[config.mk]
export PLATFORM = sky130hd
export DESIGN_NAME = port_strobe_gen
export DESIGN_NICKNAME = d
export VERILOG_FILES = /design/src/rtl/strobe_pkg.sv /design/src/rtl/strobe_channel.sv /design/src/rtl/port_data_regs.sv /design/src/rtl/port_strobe_gen.sv
export SDC_FILE = /design/constraint.sdc
export NUM_CORES = 1
export LEC_CHECK = 0
export ABC_AREA = 1
export CAP_MARGIN = 20
export CELL_PAD_IN_SITES_DETAIL_PLACEMENT = 0
export CELL_PAD_IN_SITES_GLOBAL_PLACEMENT = 1
export CORE_UTILIZATION = 36
export CTS_CLUSTER_DIAMETER = 80
export CTS_CLUSTER_SIZE = 8
export DETAILED_ROUTE_END_ITERATION = 10
export PLACE_DENSITY = 0.8
export SYNTH_ARGS = -nofsm -noshare
export SYNTH_HDL_FRONTEND = slang
export SYNTH_SLANG_ARGS = --single-unit
[constraint.sdc]
create_clock -name clk -period 2.1 [get_ports clk]
set_clock_uncertainty 0.05 [all_clocks]
set_input_delay 0.525 -clock clk [delete_from_list [all_inputs] [get_ports clk]]
set_output_delay 0.525 -clock clk [all_outputs]
set_load 0.05 [all_outputs]
[src/rtl/strobe_pkg.sv]
package strobe_pkg;

    localparam int CNT_W = 4;

    typedef logic [CNT_W-1:0] cnt_t;

    typedef enum logic [1:0] {
        ST_IDLE  = 2'd0,
        ST_WAIT  = 2'd1,
        ST_PULSE = 2'd2
    } stb_state_e;

    typedef struct packed {
        stb_state_e state;
        cnt_t       cnt;
        logic       pend;
    } chan_t;

    localparam chan_t CHAN_IDLE = '{state: ST_IDLE, cnt: '0, pend: 1'b0};

    function automatic logic at_limit(cnt_t c, int limit);
        return c == cnt_t'(limit - 1);
    endfunction

    function automatic cnt_t bump(cnt_t c);
        return c + cnt_t'(1);
    endfunction

endpackage

[src/rtl/strobe_channel.sv]
module strobe_channel
    import strobe_pkg::*;
#(
    parameter int DELAY = 2,
    parameter int WIDTH = 2
) (
    input  logic clk,
    input  logic rst,
    input  logic en,
    input  logic req,
    output logic strobe_n
);

    chan_t cur;
    chan_t nxt;
    logic  wait_done;
    logic  pulse_done;

    assign wait_done  = at_limit(cur.cnt, DELAY);
    assign pulse_done = at_limit(cur.cnt, WIDTH);

    always_comb begin
        nxt = cur;
        if (!en) begin
            nxt = CHAN_IDLE;
        end else begin
            unique case (cur.state)
                ST_IDLE: begin
                    if (req) begin
                        nxt.state = ST_WAIT;
                        nxt.cnt   = '0;
                    end
                end
                ST_WAIT: begin
                    if (req) nxt.pend = 1'b1;
                    if (wait_done) begin
                        nxt.state = ST_PULSE;
                        nxt.cnt   = '0;
                    end else begin
                        nxt.cnt = bump(cur.cnt);
                    end
                end
                ST_PULSE: begin
                    if (pulse_done) begin
                        if (cur.pend || req) begin
                            nxt.state = ST_WAIT;
                            nxt.cnt   = '0;
                            nxt.pend  = cur.pend && req;
                        end else begin
                            nxt = CHAN_IDLE;
                        end
                    end else begin
                        nxt.cnt = bump(cur.cnt);
                        if (req) nxt.pend = 1'b1;
                    end
                end
                default: nxt = CHAN_IDLE;
            endcase
        end
    end

    always_ff @(posedge clk) begin
        if (rst) cur <= CHAN_IDLE;
        else     cur <= nxt;
    end

    assign strobe_n = !((cur.state == ST_PULSE) && en);

    // checker state: length of the current low run
    cnt_t run_len;
    always_ff @(posedge clk) begin
        if (rst)            run_len <= '0;
        else if (!strobe_n) run_len <= bump(run_len);
        else                run_len <= '0;
    end

    p_quiet_when_off_r5: assert property (@(posedge clk) disable iff (rst)
        !en |-> strobe_n);

    p_no_overlong_pulse_r3: assert property (@(posedge clk) disable iff (rst)
        !strobe_n |-> (run_len < cnt_t'(WIDTH)));

    p_full_width_pulse_r4: assert property (@(posedge clk) disable iff (rst)
        ($rose(strobe_n) && en) |-> (run_len == cnt_t'(WIDTH)));

endmodule

[src/rtl/port_data_regs.sv]
module port_data_regs #(
    parameter int DATA_W = 8
) (
    input  logic              clk,
    input  logic              rst,
    input  logic              cpu_rd,
    input  logic              cpu_wr,
    input  logic [DATA_W-1:0] cpu_wdata,
    input  logic [DATA_W-1:0] pin_in,
    output logic [DATA_W-1:0] port_out,
    output logic [DATA_W-1:0] cpu_rdata
);

    always_ff @(posedge clk) begin
        if (rst)         port_out <= '0;
        else if (cpu_wr) port_out <= cpu_wdata;
    end

    always_ff @(posedge clk) begin
        if (rst)         cpu_rdata <= '0;
        else if (cpu_rd) cpu_rdata <= pin_in;
    end

    p_port_load_r2: assert property (@(posedge clk) disable iff (rst)
        cpu_wr |=> (port_out == $past(cpu_wdata)));

    p_read_capture_r2: assert property (@(posedge clk) disable iff (rst)
        cpu_rd |=> (cpu_rdata == $past(pin_in)));

    p_rdata_hold_r9: assert property (@(posedge clk) disable iff (rst)
        !cpu_rd |=> $stable(cpu_rdata));

endmodule

[src/rtl/port_strobe_gen.sv]
module port_strobe_gen
    import strobe_pkg::*;
#(
    parameter int DATA_W    = 8,
    parameter int WR_DELAY  = 2,
    parameter int RD_DELAY  = 3,
    parameter int STB_WIDTH = 2
) (
    input  logic              clk,
    input  logic              rst,
    input  logic              stb_en,
    input  logic              cpu_rd,
    input  logic              cpu_wr,
    input  logic [DATA_W-1:0] cpu_wdata,
    input  logic [DATA_W-1:0] pin_in,
    output logic [DATA_W-1:0] port_out,
    output logic [DATA_W-1:0] cpu_rdata,
    output logic              rd_n,
    output logic              wr_n
);

    localparam int N_DIR = 2;  // index 0 = write, 1 = read

    logic [N_DIR-1:0] dir_req;
    logic [N_DIR-1:0] dir_stb_n;

    assign dir_req = {cpu_rd, cpu_wr};

    port_data_regs #(.DATA_W(DATA_W)) u_data (
        .clk       (clk),
        .rst       (rst),
        .cpu_rd    (cpu_rd),
        .cpu_wr    (cpu_wr),
        .cpu_wdata (cpu_wdata),
        .pin_in    (pin_in),
        .port_out  (port_out),
        .cpu_rdata (cpu_rdata)
    );

    for (genvar g = 0; g < N_DIR; g++) begin : g_dir
        localparam int DLY = (g == 0) ? WR_DELAY : RD_DELAY;
        strobe_channel #(.DELAY(DLY), .WIDTH(STB_WIDTH)) u_chan (
            .clk      (clk),
            .rst      (rst),
            .en       (stb_en),
            .req      (dir_req[g]),
            .strobe_n (dir_stb_n[g])
        );
    end

    assign wr_n = dir_stb_n[0];
    assign rd_n = dir_stb_n[1];

    p_no_strobe_disabled_r8: assert property (@(posedge clk) disable iff (rst)
        !stb_en |-> (rd_n && wr_n));

endmodule

# --- Word level (Yosys, flattened, before mapping) ---
# Cells that the tools add are included.
op_classes:
  bitwise: 1
  order_cmp: 0
  n_addsub: 2
  mux: 18
  n_shift: 0
  n_div: 0
  n_mul: 0
  n_reduce_logical: 13
  eq_ne: 13
op_table:
  columns: ["cell", "n"]
  rows:
  - ["6-bit case mux with 3 select lines", 2]
  - ["6-bit two-way mux", 4]
  - ["5-bit two-way mux", 2]
  - ["4-bit by 1-bit adder with 4-bit output, second input constant", 2]
  - ["4-bit by 1-bit equality test with 1-bit output, second input constant", 2]
  - ["2-bit two-way mux", 4]
  - ["4-bit two-way mux", 2]
  - ["2-bit by 1-bit != test with 1-bit output, second input constant", 4]
  - ["1-bit case mux with 3 select lines", 2]
  - ["3-bit AND reduction", 2]
  - ["2-bit by 1-bit equality test with 1-bit output, second input constant", 2]
  - ["2-bit equality test, second input constant", 2]
  - ["4-bit by 2-bit equality test with 1-bit output, second input constant", 1]
  - ["1-bit logical AND", 4]
  - ["2-bit logical NOT", 2]
  - ["2-bit != test, second input constant", 2]
  - ["1-bit logical NOT", 2]
  - ["1-bit logical OR", 2]
  - ["1-bit two-way mux", 2]
  - ["2-bit OR reduction", 1]
  - ["1-bit inverter", 1]
totals:
  latchBits: 0
  wordCells: 55
  ff_bits: 30
  mem_bits_rw: 0
  romBits: 0
  in_bits: 21
  n_memories: 0

# --- Depth between registers and ports, before layout ---
depth:
  word_depth: 4
  ltp_mapped: 8
  depth_no_buf: 8

# --- By module ---
# A second synthesis with hierarchy kept.
unflattened:
  hier_cells: 253
  area_unflattened_um2: 1755.4
by_module_without_submodules:
  columns: ["mod", "seq_area_each_um2", "instances", "cells_each", "area_per_inst_um2"]
  rows:
  - ["port_data_regs", 320.3, 1, 102, 698.2]
  - ["strobe_channel (g_dir[1].u_chan)", 140.1, 1, 81, 545.5]
  - ["strobe_channel (g_dir[0].u_chan)", 140.1, 1, 70, 511.7]

# --- Worst setup path after synthesis ---
# Ideal clock, no wire load.
synth_path:
  path_type: "register -> output"
  startpoint: "register g_dir[1].u_chan.cur[5] (netlist bit)"
  endpoint: "output port rd_n"
  stages_incl_launch_ff: 4
  setup_slack_ns: 0.512
  arrival_ns: 1.013
  cell_sequence: "dfxtp_1 inv_1 ha_1 nand2_1"
synth_via:
  elab_chain_cells: 3
synth_rtl:
  columns: ["element", "line_no", "source"]
  rows:
  - ["start: declaration", "strobe_channel.sv:14", "chan_t cur;"]
  - ["start signal: assignment", "strobe_channel.sv:64", "else cur <= nxt;"]
  - ["2-bit equality test", "strobe_channel.sv:67", "assign strobe_n = !((cur.state == ST_PULSE) && en);"]
  - ["1-bit logical AND", "strobe_channel.sv:67", null]
  - ["1-bit logical NOT", "strobe_channel.sv:67", null]
  - ["end: declaration", "port_strobe_gen.sv:18", "output logic rd_n,"]
# No other way between the ends.

# --- Worst setup path after layout ---
layout_path:
  startpoint: "register u_data.port_out[5]"
  endpoint: "output port port_out[5]"
layout_lines:
  columns: ["element", "line_no", "source"]
  rows:
  - ["start: declaration", "port_data_regs.sv:10", "output logic [DATA_W-1:0] port_out,"]
  - ["start signal: assignment", "port_data_regs.sv:16", "else if (cpu_wr) port_out <= cpu_wdata;"]
  - ["end: declaration", "port_strobe_gen.sv:16", "output logic [DATA_W-1:0] port_out,"]
# No word-level cell between the ends.

==> flow_summary_export.csv <==
group,metric,value,unit
placement,port_buffers,38,
timing,fin_setup_tns,0,ns
yosys,yosysTopAreaCell,"dfxtp_1",
power,p_seq_share,44.5,%
yosys,postSynthAreaPerCell,7.25,sq um
floorplanning,ios,39,
yosys,synth_top_area_share,41.4,%
clocking,clkTransAtPathRegs,0.05,ns
global_routing,grt.total_usage,16.0,%
clocking,cts_max_level,2,
yosys,ys_ff_latch,30,
global_routing,use_met1,18.3,%
clocking,cts_max_path_buffers,2,
setup_path,crit_family,"buffers and inverters",
yosys,synth_area_leaders,"dfxtp_1 41%, nor2_1 13%, ha_1 8.6%, nand2_1 7.2%, o21ai_0 6.6%",
clocking,cts_tree,"done",
global_routing,grt_pass1_wl,5.22,mm
placement,place.gp.congestion,0.736,
power,swShare,29.6,%
job,cap_violations,0,
timing,finalCriticalPeriod,1.99,ns
status,status,"complete, no violations",
placement,place_ws,0.230,ns
power,leakagePower,0.832,nW
timing,maxSlewViolCount,0,
floorplanning,die_w,65.5,um
power,switching_power,0.409,mW
global_routing,grt_busiest_layer,"met2",
timing,setup_ws,0.109,ns
timing,min_period_over_period,94.8,%
timing,relSlewSlack,66.0,%
power,peakVddDrop,0.000477,V
yosys,yosys_warnings,0,
floorplanning,die_h,65.5,um
floorplanning,die-area,0.00429,sq mm
yosys,ys_types,24,
power,power.density,692,mW/mm^2
setup_path,cp-end-kind,"output pin",
placement,hpwlAfterDp,2.33,mm
setup_path,criticalPathCategory,"reg -> out",
final_layout,multi_input_area,734,sq um
global_routing,met2_usage,27.3,%
drt,firstDrtPassIters,5,
min_path,min_path_type,"reg -> reg",
yosys,synth_fp_nets,231,
timing,tightest_slew,0.508,ns
setup_path,worst_r2r_path_depth,6,
clocking,post_cts_buffers,0,
timing,setup_viol,0,
yosys,syn_area,0.00145,sq mm
timing,rsz0062_at_grt,"no",
drt,totalWireLength,3.16,mm
timing,holdWs,0.418,ns
drt,viasPerCell,4.66,
drt,detail-route-antenna-nets,0,
power,p_int,0.974,mW
drt,dr_total_vias,1360,
global_routing,met3_usage,5.38,%
drt,drt_iter0_markers,53,
setup_path,critPathLaunch,"u_data.port_out[5]",
global_routing,grt_overflow,0,
setup_path,worstPathCellList,"clkdlybuf4s50_1",
power,p_comb_share,23.0,%
global_routing,grt_max_degree,17,
global_routing,antenna_found_initial,0,
setup_path,cp_max_fo,2,
floorplanning,fp-row-count,22,
clocking,postCtsHoldBufs,0,
final_layout,n_fill_cell,390,
final_layout,antennaDiodeCount,0,
floorplanning,core-area,0.00377,sq mm
timing,timing.fmax,502,MHz
clocking,cts-resized-gates,0,
setup_path,arrival,1.42,ns
final_layout,fin_nets,276,
setup_path,worst-path-stages,1,
timing,timing_hold_violations_final,0,
clocking,cts.root.buffer_cell,"clkbuf_8",
clocking,cts-buffers-inserted,5,
yosys,syn_inst,200,
drt,drcViolationCount,0,
setup_path,crit_path_top_delay_cell,"clkdlybuf4s50_1",
setup_path,crit_buf_inv,1,
min_path,whs_path_depth,2,
floorplanning,start_util,38.5,%
yosys,seq_area_frac_synth,41.4,%
final_layout,drive_above_1_share,10.7,%
clocking,cts_sinks,30,
drt,wire_per_inst,10.8,um
final_layout,areaGrowthSynthToFinish,37.8,%
power,clockPowerShare,32.5,%
setup_path,worst_setup_path_start_kind,"flop",
global_routing,grt_pass1_vias,1272,
clocking,clkLatencyLatePin,0.28,ns
min_path,hp-start,"g_dir[0].u_chan.cur[0]",
setup_path,r2r_start,"g_dir[0].u_chan.cur[5]",
setup_path,required,1.52,ns
final_layout,seqCellArea,601,sq um
setup_path,cp_slowest_stage_delay,0.81,ns
-- routing by layer --
layer,routed length [um],up-vias
met3,143,3
met2,1490,27
met1,1510,609
li1,-,721
met5,0,-
met4,16,0
-- cell type report --
cell class	count	share of cell area, %
multi-input combinational	142	36.8
sequential	30	30.1
clock buffer	6	4.13
timing repair buffer	42	21.5
inverter	24	4.51
tap	48	3.01
-- synth_stat cells --
cell type  instances
xor2_1             2
a31oi_1            1
clkbuf_1           1
a21oi_2            3
nand4_1            2
buf_2              2
ha_1              10
nand2_2            3
inv_1             19
nand3_1            4
a21oi_1            9
dfxtp_1           30
buf_6              1
nor3_2             2
nor2_1            50
nor2_2             1
o21bai_1           1
o21a_1             1
nand2_1           28
inv_2              5
o221ai_1           1
o21ai_0           19
o21ai_1            3
nor3_1             2
-- stage by stage --
stage / cells / instance area [sq um] / utilization [%] / power (mW)
5_1_grt: 292 / 2000 / 53.0 / 1.46
3_5_place_dp: 286 / 1920 / 50.8 / 0.948
4_1_cts: 292 / 2000 / 53.0 / 1.40
2_1_floorplan: 200 / 1450 / - / 0.827
3_3_place_gp: 286 / 1920 / 50.8 / 0.949
6_report: 292 / 2000 / 53.0 / 1.38
-- power groups by stage --
stage                     clock (mW)  sequential, mW  combinational [mW]
after global routing           0.489           0.619               0.348
after global placement             0           0.628               0.321
after detailed placement           0           0.628               0.320
final                          0.449           0.616               0.318
after CTS                      0.467           0.616               0.322
after floorplan                    0           0.699               0.128
-- cells in the final DEF (no fill, tap or decap) --
| cell | synthesis | final |
|---|---|---|
| a21oi_1 | 9 | 9 |
| a21oi_2 | 3 | 3 |
| a31oi_1 | 1 | 1 |
| buf_12 | 0 | 2 |
| buf_4 | 0 | 4 |
| clkbuf_8 | 0 | 6 |
| clkdlybuf4s50_1 | 0 | 36 |
| dfxtp_1 | 30 | 30 |
| ha_1 | 10 | 10 |
| inv_1 | 19 | 19 |
| inv_2 | 5 | 5 |
| nand2_1 | 28 | 28 |
| nand2_2 | 3 | 3 |
| nand3_1 | 4 | 4 |
| nand4_1 | 2 | 2 |
| nor2_1 | 50 | 50 |
| nor2_2 | 1 | 1 |
| nor3_1 | 2 | 2 |
| nor3_2 | 2 | 2 |
| o21a_1 | 1 | 1 |
| o21ai_0 | 19 | 19 |
| o21ai_1 | 3 | 3 |
| o21bai_1 | 1 | 1 |
| o221ai_1 | 1 | 1 |
| xor2_1 | 2 | 2 |
-- state kept, by name, summed over array words and instances, names as in the netlist --
name              count
u_data.port_out       8
u_data.cpu_rdata      8
g_dir.u_chan.cur     14
-- kinds of logic after synthesis --
kind of cell | after synthesis | share of synthesized area [%]
AO/OA/AOI/OAI | 38 | 14.6
AND/OR/NAND/NOR | 92 | 26.2
buffers and inverters | 28 | 7.94
adder cells (fa/ha/maj) | 10 | 8.63
flip-flops | 30 | 41.4
XOR/XNOR | 2 | 1.21
-- final timing paths --
| check | slack (ns) | to |
|---|---|---|
| setup / recovery | 0.11 | port_out[5] |
| hold / removal | 0.42 | g_dir[0].u_chan.cur[0] |
| setup reg to reg | 0.68 | g_dir[0].u_chan.cur[4] |
| hold reg to reg | 0.42 | g_dir[0].u_chan.cur[0] |
Note: power is estimated with default switching activity, not from simulation.
